[config.mk]
export PLATFORM = sky130hd
export DESIGN_NAME = tdm_stream_tx
export DESIGN_NICKNAME = d
export VERILOG_FILES = /design/src/rtl/tdm_tx_pkg.sv /design/src/rtl/tdm_tx_timebase.sv /design/src/rtl/tdm_tx_fetch.sv /design/src/rtl/tdm_tx_serial.sv /design/src/rtl/tdm_stream_tx.sv
export SDC_FILE = /design/constraint.sdc
export NUM_CORES = 1
export LEC_CHECK = 0
export BUFFER_PORTS_ARGS = -buffer_cell sky130_fd_sc_hd__buf_2
export CAP_MARGIN = 20
export CORE_ASPECT_RATIO = 0.7
export CORE_UTILIZATION = 50
export DETAILED_ROUTE_END_ITERATION = 8
export GPL_TIMING_DRIVEN = 0
export PLACE_DENSITY = 0.69
export SLEW_MARGIN = 15
export SYNTH_ARGS = -nofsm -noshare
export SYNTH_HDL_FRONTEND = slang
export SYNTH_SLANG_ARGS = --single-unit
[constraint.sdc]
create_clock -name clk -period 5.7 [get_ports clk]
set_input_delay 1.14 -clock clk [delete_from_list [all_inputs] [get_ports clk]]
set_output_delay 1.14 -clock clk [all_outputs]
set_load 0.005 [all_outputs]
[src/rtl/tdm_tx_pkg.sv]
package tdm_tx_pkg;
  localparam int TX_BYTE_W      = 8;
  localparam int TX_BASE_CHANS  = 32;
  localparam int TX_RATE_LEVELS = 4;
  localparam int TX_QTR_W       = 2;

  typedef enum logic {
    ORDER_MSB_FIRST = 1'b0,
    ORDER_LSB_FIRST = 1'b1
  } bit_order_e;
endpackage

[src/rtl/tdm_tx_timebase.sv]
module tdm_tx_timebase
  import tdm_tx_pkg::*;
#(
  parameter int BYTE_W      = TX_BYTE_W,
  parameter int BASE_CHANS  = TX_BASE_CHANS,
  parameter int RATE_LEVELS = TX_RATE_LEVELS,
  localparam int RATE_W = $clog2(RATE_LEVELS),
  localparam int BIT_SH = $clog2(BYTE_W),
  localparam int BASE_SH = $clog2(BASE_CHANS),
  localparam int CH_W   = BASE_SH + RATE_LEVELS - 1,
  localparam int ADV_W  = BIT_SH + TX_QTR_W
) (
  input  logic              clk,
  input  logic              rst_n,
  input  logic              frame_sync,
  input  logic [RATE_W-1:0] rate_sel,
  input  logic [ADV_W-1:0]  adv_ticks,
  output logic              chan_start,
  output logic [CH_W-1:0]   ch_idx,
  output logic [CH_W-1:0]   ch_next,
  output logic [BIT_SH-1:0] bit_idx,
  output logic              sync_slip
);
  // frame length in clocks is a power of two, so positions wrap by truncation
  localparam int POS_W = CH_W + BIT_SH + TX_QTR_W;

  logic [POS_W-1:0]  pos_q, pos_n, stream_t, slot_off;
  logic [RATE_W-1:0] q_sh;
  int unsigned       slot_sh, bit_sh;

  always_ff @(posedge clk) begin
    if (!rst_n) pos_q <= '0;
    else        pos_q <= pos_n;
  end

  always_comb begin
    q_sh      = RATE_W'(RATE_LEVELS - 1) - rate_sel;
    pos_n     = frame_sync ? '0 : pos_q + 1'b1;
    sync_slip = frame_sync && (pos_q != '1);
    // stream time runs ahead of frame position by the programmed lead
    stream_t  = pos_n + (POS_W'(adv_ticks) << q_sh);
    slot_sh   = BIT_SH + TX_QTR_W + int'(q_sh);
    bit_sh    = TX_QTR_W + int'(q_sh);
    slot_off  = stream_t & ~({POS_W{1'b1}} << slot_sh);
    chan_start = (slot_off == '0);
    ch_idx    = CH_W'(stream_t >> slot_sh);
    bit_idx   = BIT_SH'(slot_off >> bit_sh);
    ch_next   = (ch_idx + 1'b1) & ~({CH_W{1'b1}} << (BASE_SH + int'(rate_sel)));
  end
endmodule

[src/rtl/tdm_tx_fetch.sv]
module tdm_tx_fetch #(
  parameter int BYTE_W = 8,
  parameter int CH_W   = 8
) (
  input  logic              clk,
  input  logic              rst_n,
  input  logic              chan_start,
  input  logic [CH_W-1:0]   ch_next,
  output logic              req_valid,
  input  logic              req_ready,
  output logic [CH_W-1:0]   req_chan,
  input  logic              rsp_valid,
  input  logic [BYTE_W-1:0] rsp_data,
  output logic [BYTE_W-1:0] next_byte,
  output logic              next_ok
);
  logic              req_valid_q;
  logic [CH_W-1:0]   req_chan_q;
  logic [BYTE_W-1:0] hold_q;
  logic              hold_ok_q;

  always_ff @(posedge clk) begin
    if (!rst_n) begin
      req_valid_q <= 1'b0;
      req_chan_q  <= '0;
      hold_q      <= '1;
      hold_ok_q   <= 1'b0;
    end else if (chan_start) begin
      // a fresh slot: ask for the following channel, forget the consumed byte
      req_valid_q <= 1'b1;
      req_chan_q  <= ch_next;
      hold_ok_q   <= 1'b0;
    end else begin
      if (req_valid_q && req_ready) req_valid_q <= 1'b0;
      if (rsp_valid) begin
        hold_q    <= rsp_data;
        hold_ok_q <= 1'b1;
      end
    end
  end

  assign req_valid = req_valid_q;
  assign req_chan  = req_chan_q;
  assign next_byte = hold_q;
  assign next_ok   = hold_ok_q;
endmodule

[src/rtl/tdm_tx_serial.sv]
module tdm_tx_serial
  import tdm_tx_pkg::*;
#(
  parameter int BYTE_W = 8,
  localparam int BIT_SH = $clog2(BYTE_W)
) (
  input  logic              clk,
  input  logic              rst_n,
  input  logic              chan_start,
  input  logic [BIT_SH-1:0] bit_idx,
  input  bit_order_e        order,
  input  logic [BYTE_W-1:0] next_byte,
  input  logic              next_ok,
  input  logic              drive,
  output logic              tx_data
);
  logic [BYTE_W-1:0] cur_q, sel;
  logic              bit_v;

  always_comb begin
    if (chan_start) sel = next_ok ? next_byte : '1;
    else            sel = cur_q;
    if (order == ORDER_LSB_FIRST) bit_v = sel[bit_idx];
    else                          bit_v = sel[BIT_SH'(BYTE_W - 1) - bit_idx];
  end

  always_ff @(posedge clk) begin
    if (!rst_n) begin
      cur_q   <= '1;
      tx_data <= 1'b1;
    end else begin
      if (chan_start) cur_q <= sel;
      tx_data <= drive ? bit_v : 1'b1;
    end
  end
endmodule

[src/rtl/tdm_stream_tx.sv]
module tdm_stream_tx
  import tdm_tx_pkg::*;
#(
  parameter int BYTE_W      = TX_BYTE_W,
  parameter int BASE_CHANS  = TX_BASE_CHANS,
  parameter int RATE_LEVELS = TX_RATE_LEVELS,
  localparam int RATE_W = $clog2(RATE_LEVELS),
  localparam int BIT_SH = $clog2(BYTE_W),
  localparam int CH_W   = $clog2(BASE_CHANS) + RATE_LEVELS - 1
) (
  input  logic                clk,
  input  logic                rst_n,
  input  logic                frame_sync,
  input  logic [RATE_W-1:0]   rate_sel,
  input  logic                lsb_first,
  input  logic [BIT_SH-1:0]   adv_whole,
  input  logic [TX_QTR_W-1:0] adv_quarter,
  output logic                req_valid,
  input  logic                req_ready,
  output logic [CH_W-1:0]     req_chan,
  input  logic                rsp_valid,
  input  logic [BYTE_W-1:0]   rsp_data,
  output logic                tx_data,
  output logic                tx_en
);
  localparam int CFG_W = RATE_W + 1 + BIT_SH + TX_QTR_W;

  logic              chan_start, sync_slip, next_ok;
  logic [CH_W-1:0]   ch_idx, ch_next;
  logic [BIT_SH-1:0] bit_idx;
  logic [BYTE_W-1:0] next_byte;
  logic [CFG_W-1:0]  cfg_now, cfg_q;
  logic              armed_q, armed_n, primed_q, primed_n, en_q, en_n;

  assign cfg_now = {rate_sel, lsb_first, adv_whole, adv_quarter};

  tdm_tx_timebase #(.BYTE_W(BYTE_W), .BASE_CHANS(BASE_CHANS), .RATE_LEVELS(RATE_LEVELS)) u_tb (
    .clk(clk), .rst_n(rst_n), .frame_sync(frame_sync), .rate_sel(rate_sel),
    .adv_ticks({adv_whole, adv_quarter}), .chan_start(chan_start), .ch_idx(ch_idx),
    .ch_next(ch_next), .bit_idx(bit_idx), .sync_slip(sync_slip)
  );

  tdm_tx_fetch #(.BYTE_W(BYTE_W), .CH_W(CH_W)) u_fetch (
    .clk(clk), .rst_n(rst_n), .chan_start(chan_start), .ch_next(ch_next),
    .req_valid(req_valid), .req_ready(req_ready), .req_chan(req_chan),
    .rsp_valid(rsp_valid), .rsp_data(rsp_data), .next_byte(next_byte), .next_ok(next_ok)
  );

  tdm_tx_serial #(.BYTE_W(BYTE_W)) u_ser (
    .clk(clk), .rst_n(rst_n), .chan_start(chan_start), .bit_idx(bit_idx),
    .order(bit_order_e'(lsb_first)), .next_byte(next_byte), .next_ok(next_ok),
    .drive(en_n), .tx_data(tx_data)
  );

  // lock sequence: pulse seen -> channel-0 byte requested -> channel-0 slot starts
  always_comb begin
    armed_n  = armed_q;
    primed_n = primed_q;
    en_n     = en_q;
    if (cfg_now != cfg_q) begin
      armed_n = 1'b0; primed_n = 1'b0; en_n = 1'b0;
    end else if (sync_slip) begin
      armed_n = 1'b1; primed_n = 1'b0; en_n = 1'b0;
    end else begin
      if (frame_sync) armed_n = 1'b1;
      if (armed_q && chan_start && ch_next == '0) primed_n = 1'b1;
      if (primed_q && chan_start && ch_idx == '0) en_n = 1'b1;
    end
  end

  always_ff @(posedge clk) begin
    if (!rst_n) begin
      cfg_q    <= '0;
      armed_q  <= 1'b0;
      primed_q <= 1'b0;
      en_q     <= 1'b0;
    end else begin
      cfg_q    <= cfg_now;
      armed_q  <= armed_n;
      primed_q <= primed_n;
      en_q     <= en_n;
    end
  end

  assign tx_en = en_q;
endmodule

==> metrics.yaml <==
cts.sinks: 51
rsz0062_at_grt: "no"
die-width_um: 100
async_reset_ff_share_pct: 0
layout-drive-gt1-share_pct: 16.9
seq_area_frac_synth_pct: 30.1
clock.fmax_mhz: 185
ys_top_cells_by_area: "dfxtp_1, mux2i_1, nand2_1"
setup_viol: 0
combinationalPowerShare_pct: 16.8
yosys_warnings: 0
grt_pass1_vias: 2798
cp_max_fo: 10
layout.core_utilization_pct: 59.1
dr.pass1.iters: 5
power.switching_w: 0.000212
seq_power_share_pct: 48.9
die_area_um2: 7120
status: "finished clean"
wl_per_cell_um: 15.6
p_int_w: 0.000549
cp-startpoint: "rate_sel[0]"
ys_ff_latch: 51
synth_cells: 408
synth_area_per_cell_um2: 8.31
whs_ns: 0.467
synth_nets: 441
portBuffers: 30
area.growth.synth_to_final_pct: 11.5
maxSlewHeadroom_pct: 48.2
clkLatencyLatePin_ns: 0.32
min_path_type: "reg2reg"
hp-start: "armed_q$_SDFFE_PP0P_"
yosysTopAreaCell: "dfxtp_1"
antenna_left: 0
antenna_found_initial: 0
numCtsBuffers: 5
gp_congestion: 0.873
worst_ir_drop_vdd_mv: 0.141
critical_path_class: "in2reg"
post-synth-top-count-cell: "dfxtp_1"
cts_root_buffer: "clkbuf_8"
nFillCells: 593
yosys-top-cells-count: "dfxtp_1, nand2_1, nor2_1"
leakage_nw: 1.50
cts_tree: "done"
crit_slowest_cell: "xor2_1"
ys_types: 65
num-nets-final: 477
die_h_um: 70.9
first_iter_violations: 245
ys.flop_type: "dfxtp_1"
worst_pin_slew_ns: 0.756
gr-total-overflow: 0
clkSlewWorstSetupHoldPaths_ns: 0.10
holdBufCountCts: 0
power_density_nw_per_um2: 201
synth_top_area_share_pct: 30.1
n_antenna_cell: 0
wirelength_um: 8390
end_kind: "flip-flop"
start_util_pct: 53.0
row_count: 24
via_count: 3107
critPathBufInv: 3
setup.worst_path.start_class: "input pin"
core_um2: 6400
synth_area_um2: 3390
arrival_ns: 5.66
grt_max_degree: 17
hold_viol_final: 0
drv_slew: 0
drc: 0
max_stage_delay_ns: 0.47
htreeDepth: 2
cap_violations: 0
crit-reg2reg-launch: "u_tb.pos_q[0]$_SDFF_PN0_"
swShare_pct: 27.8
gr-usage-all-layers_pct: 25.4
period_minus_slack_ns: 5.42
cp_data_required_time_ns: 5.94
tns_ns: 0
path_cells: "buf_2, clkbuf_2, mux2_2, nor2_1, a21oi_1, ha_1, o211ai_1, o21ai_0, xor2_1, a21oi_1, o211ai_1, buf_2, mux2i_1, mux2_2, mux4_2, and2_1, o21ai_0"
synth-edff-count: 0
grt_pass1_wl_um: 14000
io_pins: 32
post-route-period-util_pct: 95.0
place_hpwl_um: 6490
vias_per_cell: 5.80
skew_ns: 0.00941
clkPwrFrac_pct: 34.3
crit_family: "compound AO/OA/AOI/OAI gates"
cts_buffer_depth: 2
-- logic make-up (layout without fill, tap and decap cells) --
| kind of cell | count (synthesis) | count (layout) | share of synthesized area (%) |
|---|---|---|---|
| fa+ha+maj | 12 | 12 | 4.65 |
| flops | 51 | 51 | 30.1 |
| buf+inv | 31 | 68 | 3.58 |
| simple gates | 173 | 173 | 26.9 |
| mux | 29 | 29 | 10.3 |
| compound gates | 91 | 91 | 19.0 |
| xor+xnor | 21 | 21 | 5.42 |
-- layout make-up --
cell class                      count  area, µm²  area share, %
Clock buffer                        5       68.8           1.82
Multi-Input combinational cell    326       2260           59.9
Tap cell                           91        114           3.01
Sequential cell                    51       1020           27.0
Buffer                             15       63.8           1.69
Inverter                           15       56.3           1.49
Clock inverter                      3       43.8           1.16
Timing Repair Buffer               30        150           3.97
-- power groups by stage --
stage / Combinational [W] / Sequential, W / Clock, W
6_report: 0.000128 / 0.000372 / 0.000261
3_5_place_dp: 0.000125 / 0.000380 / 0
4_1_cts: 0.000126 / 0.000372 / 0.000266
2_1_floorplan: 0.0000905 / 0.000378 / 0
3_3_place_gp: 0.000123 / 0.000380 / 0
5_1_grt: 0.000142 / 0.000373 / 0.000285
-- placed cells by master (no fill, tap or decap), types with 9 or more instances in the layout --
cell and n:
dfxtp_1 51, nand2_1 42, buf_2 34, nor2_1 30, nand3_1 22, o21ai_0 18
a21oi_1 18, xnor2_1 17, and2_1 17, mux2i_1 17, nand2b_1 14, inv_1 14
nor3_1 13, ha_1 11, o211ai_1 9, clkbuf_1 9
-- flip-flops by register name (all words and copies together) (netlist names) --
signal	count
tx_en	1
u_fetch.next_ok	1
u_ser.tx_data	1
u_ser.cur_q	8
cfg_q	8
u_fetch.next_byte	8
u_fetch.req_valid	1
u_tb.pos_q	13
armed_q	1
u_fetch.req_chan	8
primed_q	1
-- stage by stage --
stage / instance area [µm²] / std cells / total power (W) / setup WS [ns]
final: 3780 / 536 / 0.000760 / 0.285
after global routing: 3780 / 536 / 0.000801 / 0.0322
after CTS: 3770 / 537 / 0.000763 / 0.123
after detailed placement: 3650 / 529 / 0.000505 / -0.346
after global placement: 3650 / 529 / 0.000502 / -0.306
after floorplan: 3390 / 408 / 0.000469 / 0.541
-- routing by layer --
metal / routed length (µm) / GRT usage, % / vias to the layer above
met3: 493 / 5.14 / 9
met4: 106 / 7.41 / 0
met1: 4310 / 39.5 / 1434
li1: - / - / 1556
met2: 3480 / 34.9 / 108
met5: 0 / 0 / -
-- what timing repair did --
| item | 4_1_cts | 5_1_grt |
|---|---|---|
| resized for setup | 1 | 6 |
| setup buffers | 0 | 0 |
| endpoints found under the setup margin | 1 | 19 |
-- worst paths after layout --
path | cells after the start | slack [ns] | endpoint
worst min register to register | 1 | 0.47 | armed_q$_SDFFE_PP0P_
worst min-delay path | 1 | 0.47 | armed_q$_SDFFE_PP0P_
worst max-delay path | 17 | 0.28 | u_ser.tx_data$_SDFF_PN1_
worst max register to register | 16 | 1.09 | u_ser.tx_data$_SDFF_PN1_
(Power assumes the default switching activity.)
